$ cat src/rtl/sflag_pkg.sv
package sflag_pkg;

    localparam int WORD_W  = 8;
    localparam int STORE_W = 5;

    // bit positions inside the status word
    localparam int B_EQ   = 0;
    localparam int B_CY   = 1;
    localparam int B_OV   = 2;
    localparam int B_GF0  = 3;
    localparam int B_GF1  = 4;
    localparam int B_RSV  = 5;
    localparam int B_SIGN = 6;
    localparam int B_ZERO = 7;

    // stored bits are 4:0; software may write these of them
    localparam logic [STORE_W-1:0] SW_WR_MASK = 5'b11011;
    localparam logic [STORE_W-1:0] STORE_RST  = '0;

    typedef struct packed {
        logic zero;
        logic sign;
        logic rsv;
        logic gf1;
        logic gf0;
        logic ov;
        logic cy;
        logic eq;
    } sword_t;

    typedef struct packed {
        logic cmp;
        logic arith;
        logic equal;
        logic c_top;
        logic c_sub;
    } alu_evt_t;

    typedef struct packed {
        logic [STORE_W-1:0] we;
        logic [STORE_W-1:0] val;
    } hw_upd_t;

    function automatic logic ovf_of(input logic c_top, input logic c_sub);
        return c_top ^ c_sub;
    endfunction

endpackage

$ cat src/rtl/sflag_hw_update.sv
module sflag_hw_update
    import sflag_pkg::*;
(
    input  alu_evt_t evt_i,
    output hw_upd_t  upd_o
);

    always_comb begin
        upd_o            = '0;
        upd_o.we[B_EQ]   = evt_i.cmp;
        upd_o.val[B_EQ]  = evt_i.equal;
        upd_o.we[B_CY]   = evt_i.arith;
        upd_o.val[B_CY]  = evt_i.c_top;
        upd_o.we[B_OV]   = evt_i.arith;
        upd_o.val[B_OV]  = ovf_of(evt_i.c_top, evt_i.c_sub);
    end

endmodule

$ cat src/rtl/sflag_live.sv
module sflag_live #(
    parameter int ACC_W = 16
) (
    input  logic [ACC_W-1:0] acc_i,
    output logic             sign_o,
    output logic             zero_o
);

    localparam int MSB = ACC_W - 1;

    assign sign_o = acc_i[MSB];
    assign zero_o = ~|acc_i;

endmodule

$ cat src/rtl/sflag_store.sv
module sflag_store
    import sflag_pkg::*;
(
    input  logic               clk,
    input  logic               rst,
    input  hw_upd_t            upd_i,
    input  logic               wr_en_i,
    input  logic [STORE_W-1:0] wr_data_i,
    output logic [STORE_W-1:0] q_o
);

    logic [STORE_W-1:0] sw_we;
    assign sw_we = {STORE_W{wr_en_i}} & SW_WR_MASK;

    for (genvar i = 0; i < STORE_W; i++) begin : g_bit
        logic nxt;
        always_comb begin
            if (upd_i.we[i])
                nxt = upd_i.val[i];
            else if (sw_we[i])
                nxt = wr_data_i[i];
            else
                nxt = q_o[i];
        end
        always_ff @(posedge clk) begin
            if (rst) q_o[i] <= STORE_RST[i];
            else     q_o[i] <= nxt;
        end
    end

    // stored flags are cleared by reset
    p_clear_r1: assert property (@(posedge clk) rst |=> (q_o == STORE_RST));

    // the protected stored bit (overflow) ignores writes with no arith update
    p_ov_ro_r2: assert property (@(posedge clk) disable iff (rst)
        (wr_en_i && !upd_i.we[B_OV]) |=> $stable(q_o[B_OV]));

endmodule

$ cat src/rtl/sflag_reg.sv
module sflag_reg
    import sflag_pkg::*;
#(
    parameter int ACC_W = 16
) (
    input  logic             clk,
    input  logic             rst,
    input  logic [ACC_W-1:0] acc_i,
    input  logic             cmp_strobe_i,
    input  logic             arith_strobe_i,
    input  logic             cmp_equal_i,
    input  logic             carry_top_i,
    input  logic             carry_sub_i,
    input  logic             wr_en_i,
    input  logic [7:0]       wr_data_i,
    output logic [7:0]       rd_data_o,
    output logic             flag_eq_o,
    output logic             flag_carry_o,
    output logic             flag_ovf_o,
    output logic             flag_sign_o,
    output logic             flag_zero_o,
    output logic [1:0]       gen_flags_o
);

    alu_evt_t           evt;
    hw_upd_t            upd;
    logic [STORE_W-1:0] stored;
    logic               live_sign;
    logic               live_zero;
    sword_t             word;
    logic               unused_wr_hi;

    assign unused_wr_hi = ^wr_data_i[WORD_W-1:STORE_W];

    assign evt = '{cmp:   cmp_strobe_i,
                   arith: arith_strobe_i,
                   equal: cmp_equal_i,
                   c_top: carry_top_i,
                   c_sub: carry_sub_i};

    sflag_hw_update u_hw (
        .evt_i (evt),
        .upd_o (upd)
    );

    sflag_live #(.ACC_W(ACC_W)) u_live (
        .acc_i  (acc_i),
        .sign_o (live_sign),
        .zero_o (live_zero)
    );

    sflag_store u_store (
        .clk       (clk),
        .rst       (rst),
        .upd_i     (upd),
        .wr_en_i   (wr_en_i),
        .wr_data_i (wr_data_i[STORE_W-1:0]),
        .q_o       (stored)
    );

    always_comb begin
        word      = '0;
        word.eq   = stored[B_EQ];
        word.cy   = stored[B_CY];
        word.ov   = stored[B_OV];
        word.gf0  = stored[B_GF0];
        word.gf1  = stored[B_GF1];
        word.rsv  = 1'b0;
        word.sign = live_sign;
        word.zero = live_zero;
    end

    assign rd_data_o    = word;
    assign flag_eq_o    = word.eq;
    assign flag_carry_o = word.cy;
    assign flag_ovf_o   = word.ov;
    assign flag_sign_o  = word.sign;
    assign flag_zero_o  = word.zero;
    assign gen_flags_o  = {word.gf1, word.gf0};

    // compare result lands in equal, even against a write
    p_eq_load_r3: assert property (@(posedge clk) disable iff (rst)
        cmp_strobe_i |=> (flag_eq_o == $past(cmp_equal_i)));

    // carry follows the top carry on arithmetic
    p_carry_load_r4: assert property (@(posedge clk) disable iff (rst)
        arith_strobe_i |=> (flag_carry_o == $past(carry_top_i)));

    // overflow set only when the two carries differ
    p_no_overflow_r5: assert property (@(posedge clk) disable iff (rst)
        (arith_strobe_i && (carry_top_i == carry_sub_i)) |=> !flag_ovf_o);

    // overflow holds without an arithmetic strobe
    p_ov_hold_r6: assert property (@(posedge clk) disable iff (rst)
        !arith_strobe_i |=> $stable(flag_ovf_o));

    // software flags take written data, else hold
    p_gen_write_r2: assert property (@(posedge clk) disable iff (rst)
        wr_en_i |=> (gen_flags_o == $past(wr_data_i[4:3])));

    // carry untouched by compare-only edges
    p_carry_hold_r11: assert property (@(posedge clk) disable iff (rst)
        (!arith_strobe_i && !wr_en_i) |=> $stable(flag_carry_o));

endmodule

$ cat config.mk
export PLATFORM = sky130hd
export DESIGN_NAME = sflag_reg
export DESIGN_NICKNAME = d
export VERILOG_FILES = /design/src/rtl/sflag_pkg.sv /design/src/rtl/sflag_hw_update.sv /design/src/rtl/sflag_live.sv /design/src/rtl/sflag_store.sv /design/src/rtl/sflag_reg.sv
export SDC_FILE = /design/constraint.sdc
export NUM_CORES = 1
export LEC_CHECK = 0
export BUFFER_PORTS_ARGS = -buffer_cell sky130_fd_sc_hd__buf_2
export CAP_MARGIN = 20
export CELL_PAD_IN_SITES_DETAIL_PLACEMENT = 1
export CELL_PAD_IN_SITES_GLOBAL_PLACEMENT = 2
export CORE_UTILIZATION = 12
export CTS_CLUSTER_DIAMETER = 150
export CTS_CLUSTER_SIZE = 8
export DETAILED_ROUTE_END_ITERATION = 10
export PLACE_DENSITY = 0.85
export SYNTH_ARGS = -nofsm -noshare
export SYNTH_HDL_FRONTEND = slang
export SYNTH_SLANG_ARGS = --single-unit
$ cat constraint.sdc
create_clock -name clk -period 2.5 [get_ports clk]
set_input_delay 0.5 -clock clk [delete_from_list [all_inputs] [get_ports clk]]
set_output_delay 0.5 -clock clk [all_outputs]
set_load 0.02 [all_outputs]
==> results.toml, run 1 <==
[synthesis]
synthTopCellsByCount = "buf_4 (9), dfxtp_1 (5), mux2i_1 (4), nor4_1 (4)"
yosys.cell_count.top_type = "buf_4"
synth_seq_cells = 5
syn_inst = 36
syn_area_um2 = 313
syn_area_per_cell_um2 = 8.69
synth_ff_type = "dfxtp_1"
async_flop_share_pct = 0
synth_edf_count = 0
yosysSeqAreaShare_pct = 32.0
yosysUniqueCellTypes = 12
yosysTopAreaCellShare_pct = 32.0
syn_nets = 68
yosys-top-cells-area = "dfxtp_1 (32%), buf_4 (22%), mux2i_1 (13%), nor4_1 (8.0%), a211oi_1 (7.2%)"
synth_warnings = 0
yosys.area.top_type = "dfxtp_1"

[detailed_routing]
first_pass_iters = 2
detail-route-antenna-nets = 0
drt_iter0_drc = 2
drc = 0
post_drt_via_cell_ratio = 3.74
dr_total_vias = 378
wirelength_um = 854
wl_per_cell_um = 8.46

[clock_network]
cts_buffers = 3
cts_tree = "yes"
hold_buffers = 0
clockRootBuffer = "clkbuf_4"
clock_sinks = 5
path_clk_slew_ps = 40
ctsResizeCount = 0
insertion_delay_ps = 240
cts_max_level = 1
post_cts_buffers = 0
cts_max_path_buffers = 2

[cells_and_area]
fin_nets = 104
antenna-diode-count = 0
final_area_um2 = 509
synthToLayoutAreaGrowth_pct = 62.8
largest_reg_flops = 5
regMostFlops = "u_store.q_o"
utilization_pct = 20.6
drive_above_1_share_pct = 62.0
largestRegisters = "u_store.q_o: 5 flops"

[placement]
gp_congestion = 0.634
place_ws_ps = 701
io_buffers = 41
post-dp-hpwl_um = 777
place_area_um2 = 483

[floorplanning]
fp.dieW_um = 53.1
rows = 18
die_y_um = 53.1
start_util_pct = 12.6
io_pins = 47
core_area_um2 = 2480
dieArea_um2 = 2810

[sta]
fin_tns_setup_ps = 0
hold_viol_final = 0
fmax_mhz = 561
min_period_over_period_pct = 71.2
rsz0062_at_grt = "false"
setup_viol = 0
slew_viol_final = 0
clock_skew_ps = 0
setup_ws_ps = 719
min_period_ps = 1780

[power_and_ir_drop]
vdd_drop_max_v = 0.000178
power.density_nw_per_um2 = 489
p_leak_nw = 0.289

[global_routing]
grt_pass1_wl_mm = 1.20
track_usage_pct = 6.25
met1_usage_pct = 5.61
met3_usage_pct = 1.72
overflow = 0
antenna_found_initial = 0
grtUsageMet2_pct = 11.4
grt-busiest-layer = "met2"
grt_pass1_vias = 329
grt_max_degree = 6

[setup_path]
endpoint_kind = "output pin"
crit_fanout = 2
cp.arrival_ps = 1280
rrSetupSlack_ps = 1790
crit_type = "in -> out"
start_kind = "input port"
cp.required_ps = 2000

[run_status]
run_status = "finished clean"

[job]
max_cap_viol_count = 0

[worst_hold_path]
min_path_type = "in -> reg"
==> report_power, final <==
group          internal, mW  switching (mW)
registers            0.0858         0.00344
clock network        0.0603          0.0325
logic                0.0311          0.0357
==> kinds of logic (layout without fill, tap and decap cells) <==
group | Yosys count | count (layout) | synth area share, %
AND/OR/NAND/NOR | 10 | 10 | 18.4
buffers and inverters | 12 | 47 | 25.6
other | 1 | 1 | 1.20
XOR/XNOR | 1 | 1 | 2.80
AO/OA/AOI/OAI | 3 | 3 | 7.20
flip-flops | 5 | 5 | 32.0
multiplexers | 4 | 4 | 12.8
==> final cells by class <==
type / instances / area [µm²]
well taps: 30 / 37.5
clock buffers: 4 / 26.3
flip-flops and latches: 5 / 100
inverters: 2 / 7.51
fillers: 331 / 1970
repair buffers: 41 / 205
multi-input cells: 19 / 133
==> final timing paths <==
| path | startpoint | endpoint | depth (start not counted) |
|---|---|---|---|
| max | acc_i[4] | flag_zero_o | 4 |
| min | arith_strobe_i | u_store.q_o[2] | 2 |
| max reg2reg | u_store.q_o[1] | u_store.q_o[1] | 2 |
| min reg2reg | u_store.q_o[3] | u_store.q_o[3] | 2 |
==> layer usage <==
metal	vias to the layer above	wire length (µm)
met5	-	0
met3	2	126
met2	31	417
met4	0	13
li1	185	-
met1	160	296
==> per-stage QoR <==
step	std cells	hold slack (ps)	power, mW
finish	101	490	0.249
global placement	97	495	0.157
floorplan	36	572	0.133
detailed placement	97	515	0.159
global route	101	494	0.266
CTS	101	489	0.255
==> critical path: stages <==
cell    delay, ps
buf_2          90
nor4_1        270
and4_1        240
buf_2         170
==> cell usage in the layout, fill, tap and decap left out, drive strengths merged <==
cell type and n:
buf 41, and4 1, dfxtp 5, inv 2, conb 1, clkbuf 4, a211oi 3, nor2b 2
nor4 4, xnor2 1, nor2 3, mux2i 4
Note: power is estimated with default switching activity, not from simulation.
==> run 2, diff against run 1 <==
- ABC_AREA: default -> 1
- PLACE_DENSITY: 0.85 -> 0.83
- clock period: 2.5 -> 1.9 ns (I/O delays scaled with it)
==> run 2 against run 1 <==
Sequential share of layout area shrank 3.1 points. First-iteration DRC count grew to 2.5 times the previous value. Count of clock-buffer cells in the layout is the same. Wire length grew 29%. Global-route usage grew 0.91 points. Clock power grew 34%. Synthesized cell count grew 92%.
==> results.toml, run 2 <==
[cells_and_area]
regArea_um2 = 100
synthToLayoutAreaGrowth_pct = 56.6
regMostFlops = "u_store.q_o"
final_cell_mix = "buf_2 (41), inv_1 (17), nand2_1 (15), nor2_1 (12), dfxtp_1 (5)"
final_common_cell = "buf_2"
multi_input_area_um2 = 151
drive_above_1_share_pct = 42.9
largestRegisters = "u_store.q_o: 5 flops"
antenna-diode-count = 0
stdcell_count = 149
fillers = 424
fin_nets = 138
largest_reg_flops = 5

[power_and_ir_drop]
vdd_drop_max_v = 0.0000915
p_int_mw = 0.235
power_frac_comb_pct = 28.9
netSwitchingFraction_pct = 31.0
seqPwrFrac_pct = 34.6
power.density_nw_per_um2 = 561
p_sw_mw = 0.105
pwr-share-clk_pct = 36.5
p_leak_nw = 0.394

[synthesis]
async_flop_share_pct = 0
synth_seq_cells = 5
yosys-top-cells-area = "dfxtp_1 (26%), buf_4 (17%), inv_1 (17%), nand2_1 (15%), nor2_1 (12%)"
syn_inst = 69
synth_edf_count = 0
syn_nets = 101
yosys.cell_count.top_type = "inv_1"
synth_warnings = 0
yosys.area.top_type = "dfxtp_1"
yosysUniqueCellTypes = 11
synthTopCellsByCount = "inv_1 (17), nand2_1 (15), nor2_1 (12)"
syn_area_um2 = 387
yosysSeqAreaShare_pct = 25.9
syn_area_per_cell_um2 = 5.60
synth_ff_type = "dfxtp_1"
yosysTopAreaCellShare_pct = 25.9

[sta]
fin_tns_setup_ps = 0
fmax_mhz = 710
min_period_ps = 1410
rsz0062_at_grt = "false"
clock_skew_ps = 0
hold_viol_final = 0
setup_viol = 0
min_period_over_period_pct = 74.1
slew_viol_final = 0

[detailed_routing]
drt_iter0_drc = 5
dr_total_vias = 492
wirelength_mm = 1.10
first_pass_iters = 2
post_drt_via_cell_ratio = 3.30
wl_per_cell_um = 7.38
drc = 0
detail-route-antenna-nets = 0

[clock_network]
insertion_delay_ps = 240
ctsResizeCount = 0
clock_sinks = 5
cts_max_path_buffers = 2
hold_buffers = 0
cts_tree = "yes"
cts_buffers = 3
cts_max_level = 1
clockRootBuffer = "clkbuf_4"
path_clk_slew_ps = 40
post_cts_buffers = 0

[setup_path]
rrSetupSlack_ps = 1240
cp.required_ps = 1520
critical_path.top_delay_family = "simple AND/OR/NAND/NOR gates"
critPathMaxStageDelay_ps = 180
cp.arrival_ps = 1030
cpMaxStageDelayCell = "buf_2"
cp_num_buf_inv = 3
endpoint_kind = "output pin"
crit_type = "in -> out"
reg2regPathDepth = 4
crit_fanout = 2
r2r-end = "u_store.q_o[2]"
start_kind = "input port"
timing.rr.start = "u_store.q_o[2]"
crit_chain = "buf_2 -> inv_1 -> nand2_1 -> nor2_1 -> nand2_1 -> nor2_1 -> buf_2"

[worst_hold_path]
hp-start = "wr_data_i[3]"
hold_depth = 3
min_path_type = "in -> reg"
min_to = "u_store.q_o[3]"

[floorplanning]
fp.dieW_um = 58.8
io_pins = 47
core_area_um2 = 3050
dieArea_um2 = 3450
die_y_um = 58.8
start_util_pct = 12.7
rows = 20

[global_routing]
grt_pass1_vias = 465
overflow = 0
grt_pass1_wl_mm = 1.79
antenna_found_initial = 0
track_usage_pct = 7.16
grt_max_degree = 6

[job]
max_cap_viol_count = 0

[placement]
io_buffers = 41
gp_congestion = 0.666
post-dp-hpwl_mm = 1.01
dp_cells = 145

[run_status]
run_status = "finished clean"
==> run 2: cell count changes after synthesis, sizes merged <==
cell / delta
nor4: -4
and2: +1
and4: -1
xnor2: -1
a211oi: -3
a21oi: +4
nor2: +9
o21ai: +3
nor2b: -2
nand2: +15
inv: +16
mux2i: -4
clkbuf: -1
nand3: +1
==> run 2: worst min-delay path, cell delays in order <==
cell and delay, ps:
buf_2 80, nor2_1 30, nor2_1 80
==> run 2: worst max-delay path by stage <==
stage / cells after the start / endpoint / slack, ps / from
finish: 7 / rd_data_o[7] / 490 / acc_i[6]
CTS: 7 / rd_data_o[7] / 470 / acc_i[6]
floorplan: 6 / rd_data_o[7] / 380 / acc_i[2]
global route: 7 / flag_zero_o / 390 / acc_i[6]
global placement: 6 / rd_data_o[7] / 490 / acc_i[15]
detailed placement: 7 / rd_data_o[7] / 470 / acc_i[6]
==> run 2: cell type report <==
type	count	share of cell area [%]
clock buffers	4	4.34
inverters	18	11.2
multi-input cells	37	25.0
flip-flops and latches	5	16.5
well taps	44	9.09
repair buffers	41	33.9
==> run 2: power by group through the flow <==
stage / sequential (mW) / clock [mW] / combinational, mW
detailed placement: 0.120 / 0 / 0.0998
CTS: 0.118 / 0.136 / 0.100
global placement: 0.119 / 0 / 0.0974
global route: 0.119 / 0.139 / 0.110
finish: 0.118 / 0.124 / 0.0982
floorplan: 0.129 / 0 / 0.0536
==> run 2: routing by layer <==
metal	up-vias	share of wire [%]	GRT usage (%)
li1	261	-	-
met4	0	2.1	5.10
met5	-	0	0
met1	214	40	6.91
met2	15	53	12.0
met3	2	4.5	3.30
==> run 2: logic make-up after synthesis <==
group	after synthesis	synth area share, %
buffers and inverters	27	34.9
and+or+nand+nor	29	29.1
other	1	0.970
DFF	5	25.9
AOI/OAI and AO/OA	7	9.06
==> run 2: through the flow <==
step | hold slack, ps | worst slack [ps] | area, µm² | util, % | total power, mW
2_1_floorplan | 515 | 381 | 387 | - | 0.183
3_3_place_gp | 459 | 488 | 579 | 19.0 | 0.217
3_5_place_dp | 478 | 471 | 579 | 19.0 | 0.220
4_1_cts | 350 | 469 | 606 | 19.8 | 0.354
5_1_grt | 372 | 394 | 606 | 19.8 | 0.368
6_report | 362 | 492 | 606 | 19.8 | 0.340
